===== src/rtl/sdram_lp_pkg.sv =====
package sdram_lp_pkg;
  localparam int TMO_W    = 2;
  localparam int MODE_W   = 2;
  localparam int DRIVE_W  = 2;
  localparam int TCSR_W   = 2;
  localparam int PASR_W   = 3;
  localparam int EMR_W    = DRIVE_W + TCSR_W + PASR_W;
  localparam int OP_W     = 3;
  localparam int IDLE_C1  = 64;
  localparam int IDLE_C2  = 128;
  localparam int CNT_W    = $clog2(IDLE_C2 + 1);

  localparam logic [OP_W-1:0] OP_NONE = 3'd0;
  localparam logic [OP_W-1:0] OP_EMRS = 3'd1;
  localparam logic [OP_W-1:0] OP_SREF = 3'd2;
  localparam logic [OP_W-1:0] OP_PDN  = 3'd3;
  localparam logic [OP_W-1:0] OP_EXIT = 3'd4;

  localparam logic [MODE_W-1:0] MODE_SREF = 2'd1;
  localparam logic [MODE_W-1:0] MODE_PDN  = 2'd2;

  // idle cycles to wait for a timeout code
  function automatic logic [CNT_W-1:0] idle_limit(input logic [TMO_W-1:0] code);
    case (code)
      2'd1:    idle_limit = CNT_W'(IDLE_C1);
      2'd2:    idle_limit = CNT_W'(IDLE_C2);
      default: idle_limit = '0;
    endcase
  endfunction

  // code 3 disables automatic entry
  function automatic logic idle_enabled(input logic [TMO_W-1:0] code);
    idle_enabled = (code != 2'd3);
  endfunction

  function automatic logic [EMR_W-1:0] emr_pack(input logic [DRIVE_W-1:0] drv,
                                                input logic [TCSR_W-1:0]  tc,
                                                input logic [PASR_W-1:0]  pa);
    emr_pack = {drv, tc, pa};
  endfunction
endpackage


===== src/rtl/sdram_lp_idle_timer.sv =====
module sdram_lp_idle_timer
  import sdram_lp_pkg::*;
#(
  parameter int W = CNT_W
) (
  input  logic         clk,
  input  logic         rst_n,
  input  logic         arm,
  input  logic         busy,
  input  logic [W-1:0] limit,
  output logic         expire
);
  logic [W-1:0] idle_cnt;

  always_ff @(posedge clk or negedge rst_n) begin
    if (!rst_n)              idle_cnt <= '0;
    else if (!arm || busy)   idle_cnt <= '0;
    else if (idle_cnt < limit) idle_cnt <= idle_cnt + 1'b1;
  end

  assign expire = arm && !busy && (idle_cnt >= limit);

  // a nonzero delay needs at least one earlier armed idle cycle
  a_r3_no_early: assert property (@(posedge clk) disable iff (!rst_n)
    (expire && limit != '0) |-> $past(arm && !busy));
endmodule


===== src/rtl/sdram_lp_emr_track.sv =====
module sdram_lp_emr_track
  import sdram_lp_pkg::*;
#(
  parameter int W = EMR_W
) (
  input  logic         clk,
  input  logic         rst_n,
  input  logic [W-1:0] cfg_val,
  input  logic         load,
  input  logic         commit,
  output logic [W-1:0] snap,
  output logic         dirty
);
  logic [W-1:0] written;

  always_ff @(posedge clk or negedge rst_n) begin
    if (!rst_n) begin
      snap    <= '0;
      written <= '0;
    end else begin
      if (load)   snap    <= cfg_val;
      if (commit) written <= snap;
    end
  end

  assign dirty = (cfg_val != written);
endmodule


===== src/rtl/sdram_lp_fsm.sv =====
module sdram_lp_fsm
  import sdram_lp_pkg::*;
(
  input  logic              clk,
  input  logic              rst_n,
  input  logic              init_done,
  input  logic              xfer_req,
  input  logic              expire,
  input  logic [MODE_W-1:0] lp_mode,
  input  logic              tmo_ok,
  input  logic              emr_dirty,
  input  logic [EMR_W-1:0]  emr_snap,
  input  logic              cmd_ack,
  output logic              cmd_valid,
  output logic [OP_W-1:0]   cmd_op,
  output logic              snap_load,
  output logic              emr_commit,
  output logic              timer_arm,
  output logic              stall,
  output logic              in_lp
);
  typedef enum logic [2:0] {
    ST_WAIT_INIT, ST_INIT_EMR, ST_NORMAL, ST_SR_EMR,
    ST_SR_ENTER, ST_PD_ENTER, ST_LOWPWR, ST_EXIT
  } st_e;

  st_e state, nxt;

  always_ff @(posedge clk or negedge rst_n) begin
    if (!rst_n) state <= ST_WAIT_INIT;
    else        state <= nxt;
  end

  always_comb begin
    nxt       = state;
    snap_load = 1'b0;
    case (state)
      ST_WAIT_INIT: if (init_done) begin
        nxt = ST_INIT_EMR; snap_load = 1'b1;
      end
      ST_INIT_EMR:  if (cmd_ack) nxt = ST_NORMAL;
      ST_NORMAL: if (expire) begin
        if (lp_mode == MODE_SREF) begin
          if (emr_dirty) begin nxt = ST_SR_EMR; snap_load = 1'b1; end
          else            nxt = ST_SR_ENTER;
        end else if (lp_mode == MODE_PDN) begin
          nxt = ST_PD_ENTER;
        end
      end
      ST_SR_EMR:   if (cmd_ack) nxt = ST_SR_ENTER;
      ST_SR_ENTER: if (cmd_ack) nxt = ST_LOWPWR;
      ST_PD_ENTER: if (cmd_ack) nxt = ST_LOWPWR;
      ST_LOWPWR:   if (xfer_req) nxt = ST_EXIT;
      ST_EXIT:     if (cmd_ack) nxt = ST_NORMAL;
      default:     nxt = ST_WAIT_INIT;
    endcase
  end

  always_comb begin
    case (state)
      ST_INIT_EMR, ST_SR_EMR: cmd_op = OP_EMRS;
      ST_SR_ENTER:            cmd_op = OP_SREF;
      ST_PD_ENTER:            cmd_op = OP_PDN;
      ST_EXIT:                cmd_op = OP_EXIT;
      default:                cmd_op = OP_NONE;
    endcase
  end

  assign cmd_valid  = (cmd_op != OP_NONE);
  assign emr_commit = cmd_ack && (state == ST_INIT_EMR || state == ST_SR_EMR);
  assign timer_arm  = (state == ST_NORMAL) && tmo_ok &&
                      (lp_mode == MODE_SREF || lp_mode == MODE_PDN);
  assign stall      = (state != ST_NORMAL);
  assign in_lp      = (state == ST_LOWPWR) || (state == ST_EXIT);

  // request held with the same op until acknowledged
  a_r11_hold: assert property (@(posedge clk) disable iff (!rst_n)
    (cmd_valid && !cmd_ack) |=> (cmd_valid && $stable(cmd_op)));
  // mode register payload stays put while unacknowledged
  a_r11_emr_stable: assert property (@(posedge clk) disable iff (!rst_n)
    (cmd_valid && cmd_op == OP_EMRS && !cmd_ack) |=> $stable(emr_snap));
  // self-refresh only requested when the register is up to date
  a_r8_sref_clean: assert property (@(posedge clk) disable iff (!rst_n)
    $rose(cmd_valid && cmd_op == OP_SREF) |-> ($past(emr_commit) || !$past(emr_dirty)));
  // exit requested only on traffic
  a_r10_exit_on_req: assert property (@(posedge clk) disable iff (!rst_n)
    $rose(cmd_valid && cmd_op == OP_EXIT) |-> $past(xfer_req));
  // low power entered only through an acknowledged entry request
  a_r6_entry_acked: assert property (@(posedge clk) disable iff (!rst_n)
    $rose(in_lp) |-> $past(cmd_ack && (cmd_op == OP_SREF || cmd_op == OP_PDN)));
endmodule


===== src/rtl/sdram_lp_seq.sv =====
module sdram_lp_seq
  import sdram_lp_pkg::*;
(
  input  logic       clk,
  input  logic       rst_n,
  input  logic       init_done_i,
  input  logic       xfer_req_i,
  input  logic       xfer_active_i,
  output logic       xfer_stall_o,
  input  logic [1:0] lp_mode_i,
  input  logic [1:0] timeout_i,
  input  logic [1:0] drive_i,
  input  logic [1:0] tcsr_i,
  input  logic [2:0] pasr_i,
  output logic       cmd_valid_o,
  output logic [2:0] cmd_op_o,
  output logic [6:0] cmd_emr_o,
  input  logic       cmd_ack_i,
  output logic       in_lowpower_o
);
  logic             busy, expire, timer_arm, tmo_ok;
  logic             snap_load, emr_commit, emr_dirty;
  logic [EMR_W-1:0] cfg_emr, emr_snap;
  logic [CNT_W-1:0] limit;

  assign busy    = xfer_req_i || xfer_active_i;
  assign tmo_ok  = idle_enabled(timeout_i);
  assign limit   = idle_limit(timeout_i);
  assign cfg_emr = emr_pack(drive_i, tcsr_i, pasr_i);

  sdram_lp_idle_timer #(.W(CNT_W)) u_timer (
    .clk(clk), .rst_n(rst_n), .arm(timer_arm), .busy(busy),
    .limit(limit), .expire(expire)
  );

  sdram_lp_emr_track #(.W(EMR_W)) u_track (
    .clk(clk), .rst_n(rst_n), .cfg_val(cfg_emr), .load(snap_load),
    .commit(emr_commit), .snap(emr_snap), .dirty(emr_dirty)
  );

  sdram_lp_fsm u_fsm (
    .clk(clk), .rst_n(rst_n), .init_done(init_done_i), .xfer_req(xfer_req_i),
    .expire(expire), .lp_mode(lp_mode_i), .tmo_ok(tmo_ok),
    .emr_dirty(emr_dirty), .emr_snap(emr_snap), .cmd_ack(cmd_ack_i),
    .cmd_valid(cmd_valid_o), .cmd_op(cmd_op_o), .snap_load(snap_load),
    .emr_commit(emr_commit), .timer_arm(timer_arm), .stall(xfer_stall_o),
    .in_lp(in_lowpower_o)
  );

  assign cmd_emr_o = emr_snap;

  // code 3 never lets the idle timer fire
  a_r4_code3_quiet: assert property (@(posedge clk) disable iff (!rst_n)
    (timeout_i == 2'd3) |-> !expire);
endmodule


===== config.mk =====
export PLATFORM = sky130hd
export DESIGN_NAME = sdram_lp_seq
export DESIGN_NICKNAME = d
export VERILOG_FILES = /design/src/rtl/sdram_lp_pkg.sv /design/src/rtl/sdram_lp_idle_timer.sv /design/src/rtl/sdram_lp_emr_track.sv /design/src/rtl/sdram_lp_fsm.sv /design/src/rtl/sdram_lp_seq.sv
export SDC_FILE = /design/constraint.sdc
export NUM_CORES = 1
export LEC_CHECK = 0
export BUFFER_PORTS_ARGS = -buffer_cell sky130_fd_sc_hd__buf_4
export CORE_MARGIN = 2
export CORE_UTILIZATION = 35
export CTS_CLUSTER_SIZE = 16
export DETAILED_ROUTE_END_ITERATION = 10
export PLACE_DENSITY = 0.65
export SLEW_MARGIN = 5
export SYNTH_ARGS = -nofsm -noshare
export SYNTH_HDL_FRONTEND = slang
export SYNTH_SLANG_ARGS = --single-unit
export TNS_END_PERCENT = 1

===== constraint.sdc =====
create_clock -name clk -period 4.8 [get_ports clk]
set_input_delay 0.24 -clock clk [delete_from_list [all_inputs] [get_ports clk]]
set_output_delay 0.24 -clock clk [all_outputs]
set_load 0.05 [all_outputs]

==> Yosys cells after proc, flatten, opt, wreduce, memory -nomap -nowiden <==
Cells that the tools add are included.
{ "totals": {"register_bits": 25} }
{ "classes": {"eq_ne": 21, "n_mux": 19, "reduce_logical": 19, "n_addsub": 1, "magnitude_cmp": 2} }
{ "op_table": {"columns": ["cell", "count"], "rows": [
  ["$mux 3", 9],
  ["$pmux 3 s6", 1],
  ["$mux 8", 2],
  ["$pmux 8 s2", 1],
  ["$eq 3x3->1 const B", 4],
  ["$pmux 3 s4", 1],
  ["$ne 2x2->1 const B", 5],
  ["$add 8x1->8 const B", 1],
  ["$ge 8x8->1", 1],
  ["$lt 8x8->1", 1],
  ["$ne 7x7->1", 1],
  ["$reduce_and 7->1", 1],
  ["$eq 3x2->1 const B", 2],
  ["$ne 3x2->1 const B", 2],
  ["$reduce_or 2->1", 3],
  ["$logic_and 1x1->1", 5],
  ["$logic_or 1x1->1", 5],
  ["$eq 2x1->1 const B", 2],
  ["$eq 2x2->1 const B", 2],
  ["$mux 1", 4],
  ["$ne 2x1->1 const B", 2],
  ["$eq 3x1->1 const B", 1],
  ["$logic_not 3->1", 1],
  ["$reduce_bool 3->1", 1],
  ["3 further kinds", 4]
]} }

==> Logic depth before layout (Yosys ltp) <==
{ "depth": {"word_depth": 7, "ltp_mapped": 8} }

==> Cells and area by module <==
A second synthesis with hierarchy kept.
{ "unflattened": {"cells_unflattened": 159, "area_unflattened_um2": 1624.1} }
{ "modules_own_cells": {"columns": ["mod", "area_per_inst_um2", "seq_area_each_um2", "cells_per_inst", "n_inst"], "rows": [
  ["sdram_lp_idle_timer", 645.6, 200.2, 75, 1],
  ["sdram_lp_emr_track", 591.8, 350.3, 39, 1],
  ["sdram_lp_fsm", 357.8, 75.1, 40, 1],
  ["sdram_lp_seq", 28.8, 0.0, 5, 1]
]} }

==> Worst setup path after synthesis <==
OpenSTA, ideal clock, no wires.
{ "synth_path": {"path_type": "reg-to-output", "from": "register u_fsm.state[1]", "to": "output cmd_op_o[0]", "t_arrival_ps": 1663, "stages_incl_launch_ff": 4, "path_buffers": 1, "slack_ps": 2897, "cell_sequence": "dfrtp_1 clkbuf_1 and2_1 nor2_1"} }
{ "synth_between": {"elab_chain_cells": 3, "elab_cells_between_ends": 7} }
{ "synth_rtl": {"columns": ["element", "line", "source"], "rows": [
  ["start: declaration", "sdram_lp_fsm.sv:27", "st_e state, nxt;"],
  ["start signal: assignment", "sdram_lp_fsm.sv:31", "else state <= nxt;"],
  ["$eq 3x2->1 or $eq 3x1->1 (tied branches)", "sdram_lp_fsm.sv:60", "case (state)"],
  ["$reduce_or 2->1", "sdram_lp_fsm.sv:60", null],
  ["$pmux 3 s4 (*)", "sdram_lp_fsm.sv:60", null],
  ["end: declaration", "sdram_lp_seq.sv:16", "output logic [2:0] cmd_op_o,"]
]} }
Mark *: on every way between the ends. The rest lies on a longest branch, timed or not.

==> Worst setup path after layout <==
{ "layout_path": {"from": "register u_timer.idle_cnt[7]", "to": "register u_track.snap[2]"} }
{ "layout_between": {"elab_chain_cells": 4} }
{ "layout_rtl": {"columns": ["element", "line", "source"], "rows": [
  ["start: declaration", "sdram_lp_idle_timer.sv:13", "logic [W-1:0] idle_cnt;"],
  ["start signal: assignment", "sdram_lp_idle_timer.sv:18", "else if (idle_cnt < limit) idle_cnt <= idle_cnt + 1'b1;"],
  ["$ge 8x8->1", "sdram_lp_idle_timer.sv:21", "assign expire = arm && !busy && (idle_cnt >= limit);"],
  ["$logic_and 1x1->1", "sdram_lp_idle_timer.sv:21", null],
  ["$mux 1", "sdram_lp_fsm.sv:42", "ST_NORMAL: if (expire) begin"],
  ["$pmux 1 s2", "sdram_lp_fsm.sv:37", "case (state)"],
  ["end signal: assignment", "sdram_lp_emr_track.sv:21", "if (load) snap <= cfg_val;"],
  ["end: declaration", "sdram_lp_emr_track.sv:11", "output logic [W-1:0] snap,"]
]} }
Every way passes these cells.
A chain may end at the register's enable or synchronous reset.

==> results by stage <==
Status:
- The flow ran to the end, and the final reports show no timing, DRC or antenna violations.

STA:
- The count of final hold-check violations is 0.
- Setup repair after global routing left no endpoint under its margin.
- The period utilization is around 43%.
- Setup violations remaining at the end of the flow were counted as 0.
- The post-route clock skew is 0.00227 ns.
- The actual slew at the worst max-slew pin is 0.466 ns.
- The clock period could shrink to slightly above 2 ns.
- The max-slew violation count is 0.
- Headroom to the max-slew limit came out at about 69%.
- Setup total negative slack on the finished layout was measured at 0 ns.
- The top achievable clock speed is 0.487 GHz.

Layout:
- After the last flow step, the layout net total stands at 218.
- Leaving out fill and tap cells, the most frequent cells in the layout are buf_4, dfrtp_1, nand2_1.
- The finished layout holds 246 standard cells, fillers aside.
- The layout-stage area growth over the synthesis result is 18.9%.
- The fraction of final layout cells sized beyond drive strength 1 is 24.2%.
- The antenna diode count is 0.
- Once layout is complete, the utilization of the core stands at between 40% and 50%.
- The number of filler cells placed in the layout is roughly 420.
- Leaving out fill and tap cells, the most frequent cell in the layout is buf_4.

CTS:
- Once the clock tree was built, the resizer swapped 0 gates to a different size.
- In this run, CTS created clock tree buffers numbering 3.
- The TritonCTS clock tree is built.
- After clock tree synthesis, the clock-pin slew on the worst setup and hold paths is 0.08 ns.
- In this run the number of H-tree levels came out at 1.
- The clock root buffer is clkbuf_8.
- The clock drives 25 sinks.
- The later-pin clock latency in the skew report is about 0.26 ns.
- Once the clock tree was built, the setup fixing pass inserted 0 buffers.
- The clock tree buffer depth is 2.

Worst hold path:
- The worst hold path belongs to the class primary input to flop.

Power and ir drop:
- The total power divided by cell area is ~520 nW/um^2.
- VDD sags by at most approximately 0.44 mV.
- The analysis attributes to cell leakage a power of 0.782 nW.
- The post-route total power is 980 uW.

Critical path:
- The sum of buffers and inverters on the critical path is 0.
- The critical path launch point type is a flop.
- STA classifies the critical path endpoint as a flop.
- On the worst path, the slowest cell contributes a delay of about 0.4 ns.
- The critical path is of the flop to flop type.
- The slowest stage of the critical path belongs to the cell dfrtp_1.
- The signal on the critical path passes through ha_1 > nor2b_1 > a211o_1 > o2111a_4 > o211ai_1.
- The data arrival time of the worst path is 2.20 ns.
- In this run the worst path has a maximum fanout of 11.
- In this design, the largest share of critical-path delay is due to compound AO/OA/AOI/OAI gates.
- The endpoint required time on the critical path is 4.94 ns.

Synth:
- Of all flip-flops after synthesis, the portion carrying an async set or reset was 100%.
- The synthesized instance count is 167.
- The cell area that synthesis handed to floorplanning was 1600 sq um.
- After synthesis the netlist holds a flip-flop and latch count of 25.
- The number of distinct library cells after synthesis is between 40 and 50.
- Sequential elements use slightly below 40% of the synthesized area.
- Counting flops with a built-in enable in the synthesized netlist gives 0.
- For this run, the leading register cell type out of synthesis is dfrtp_1.
- The number of warnings reported in the yosys synthesis log is 0.
- The mean instance size in the synthesized netlist is around 9.6 sq um.
- When the netlist entered floorplanning its net count stood at 190.

Global routing:
- For this run the aggregate overflow at the end of global routing stands at 0.
- The number of antenna violations at the first check in global routing was 0.
- The global-route usage over all layers is 13.9%.
- The global-route wire length before repair is 5.80 mm.
- The maximum number of pins on one net before global-route repair is 26.
- The number of global-route vias before repair came to 1242.

Floorplan:
- The starting utilization of the core area is 36.5%.
- The placement row count is 24.
- The number of primary I/O pins is 30.
- In this run the vertical extent of the chip is roughly 72 microns.
- The full die area is 5130 sq um.
- The core footprint is 4380 sq um.
- The die width is 71.6 microns.

Detailed routing:
- The final wirelength is roughly 3.3 mm.
- The average routed wire per standard cell is 13.3 microns.
- After detailed routing, the number of remaining DRC violations is 0.
- The remaining antenna violation count is 0.
- The first-pass iteration count of the detailed router is 4.
- The number of DRC violations after detailed-routing iteration 0 is 41.
- The vias per cell is 5.25.
- Summing over every cut layer, the via total after detailed routing is 1291.

Placement:
- Detailed placement finished with a half-perimeter wire length of 2.42 mm.
- In this run, placement finished with an instance count of approximately 240.
- The congestion estimate from routability-driven global placement came to 0.727.
- Buffers placed on the I/O ports in this run total 29.

Run:
- The number of maximum-capacitance constraint violations is 0.
metal layers:
metal | part of all wire, % | GRT usage (%) | vias up
met5 | 0 | 0 | -
met4 | 1.0 | 5.03 | 0
met3 | 2.4 | 1.27 | 2
met2 | 49 | 22.3 | 14
met1 | 48 | 19.6 | 623
li1 | - | - | 652
synthesized netlist by cell type, types with 4 or more instances:
cell type / count / area share, %
nand2_1: 19 / 4.5
nor2b_1: 4 / 1.6
a21oi_1: 4 / 1.3
nor2_1: 8 / 1.9
nor3_1: 4 / 1.3
nand3_1: 6 / 1.9
and2_1: 8 / 3.1
o2111ai_1: 7 / 3.8
o21ai_0: 6 / 1.9
inv_1: 9 / 2.1
o211ai_1: 7 / 3.3
dfrtp_1: 25 / 39
ha_1: 6 / 4.7
clkbuf_1: 4 / 0.94
xnor2_1: 12 / 6.6
mux2_2: 7 / 4.9
final cells by class:
class	instances	area, sq um	area share, %
Inverter	9	33.8	1.78
Tap cell	52	65.1	3.42
Clock buffer	4	45.0	2.37
Multi-Input combinational cell	126	903	47.5
Timing Repair Buffer	30	228	12.0
Sequential cell	25	626	32.9
sequential cells by signal (all words and copies together), names as in the netlist:
| signal | count |
|---|---|
| u_fsm.state | 3 |
| u_timer.idle_cnt | 8 |
| u_track.snap | 7 |
| u_track.written | 7 |
worst reg2reg max path: cells and delay by family, from the launching register on:
family | cells | cell delay, ns
compound gates | 3 | 0.83
fa+ha+maj | 1 | 0.29
flops | 1 | 0.41
simple gates | 1 | 0.40
path summary, 6_finish.rpt:
kind | from | end | slack [ns] | depth (start not counted)
worst max-delay path | u_timer.idle_cnt[7] | u_track.snap[2] | 2.75 | 5
worst min-delay path | pasr_i[0] | u_track.snap[0] | 0.22 | 3
worst max register to register | u_timer.idle_cnt[7] | u_track.snap[2] | 2.75 | 5
worst min register to register | u_track.written[1] | u_track.written[1] | 0.54 | 1
max in group asynchronous | rst_n | u_track.snap[1] | 4.13 | 2
min in group asynchronous | rst_n | u_timer.idle_cnt[0] | 0.42 | 2
cell families after synthesis:
logic type | count (synthesis) | synth area share (%)
AOI/OAI and AO/OA | 35 | 17.8
xor gates and xnor gates | 12 | 6.57
DFF | 25 | 39.1
adders and majority gates | 6 | 4.69
and+or+nand+nor | 66 | 22.5
muxes | 7 | 4.93
buffers and inverters | 16 | 4.38
per-stage QoR:
stage	setup WS, ns	area [sq um]	hold WS [ns]
finish	2.75	1900	0.217
global route	2.60	1900	0.226
CTS	2.75	1900	0.218
detailed placement	2.57	1850	0.166
global placement	2.62	1850	0.172
floorplan	2.90	1600	-0.0556
power breakdown:
part           total [mW]  internal [mW]  switching, mW
registers           0.344          0.274         0.0694
logic               0.514          0.188          0.326
clock network       0.122         0.0593         0.0629
repair_timing:
action	CTS	global route
hold buffers	1	0
hold endpoints to repair	25	0
endpoints found under the setup margin	0	0
Power figures use the tool's default switching activity.
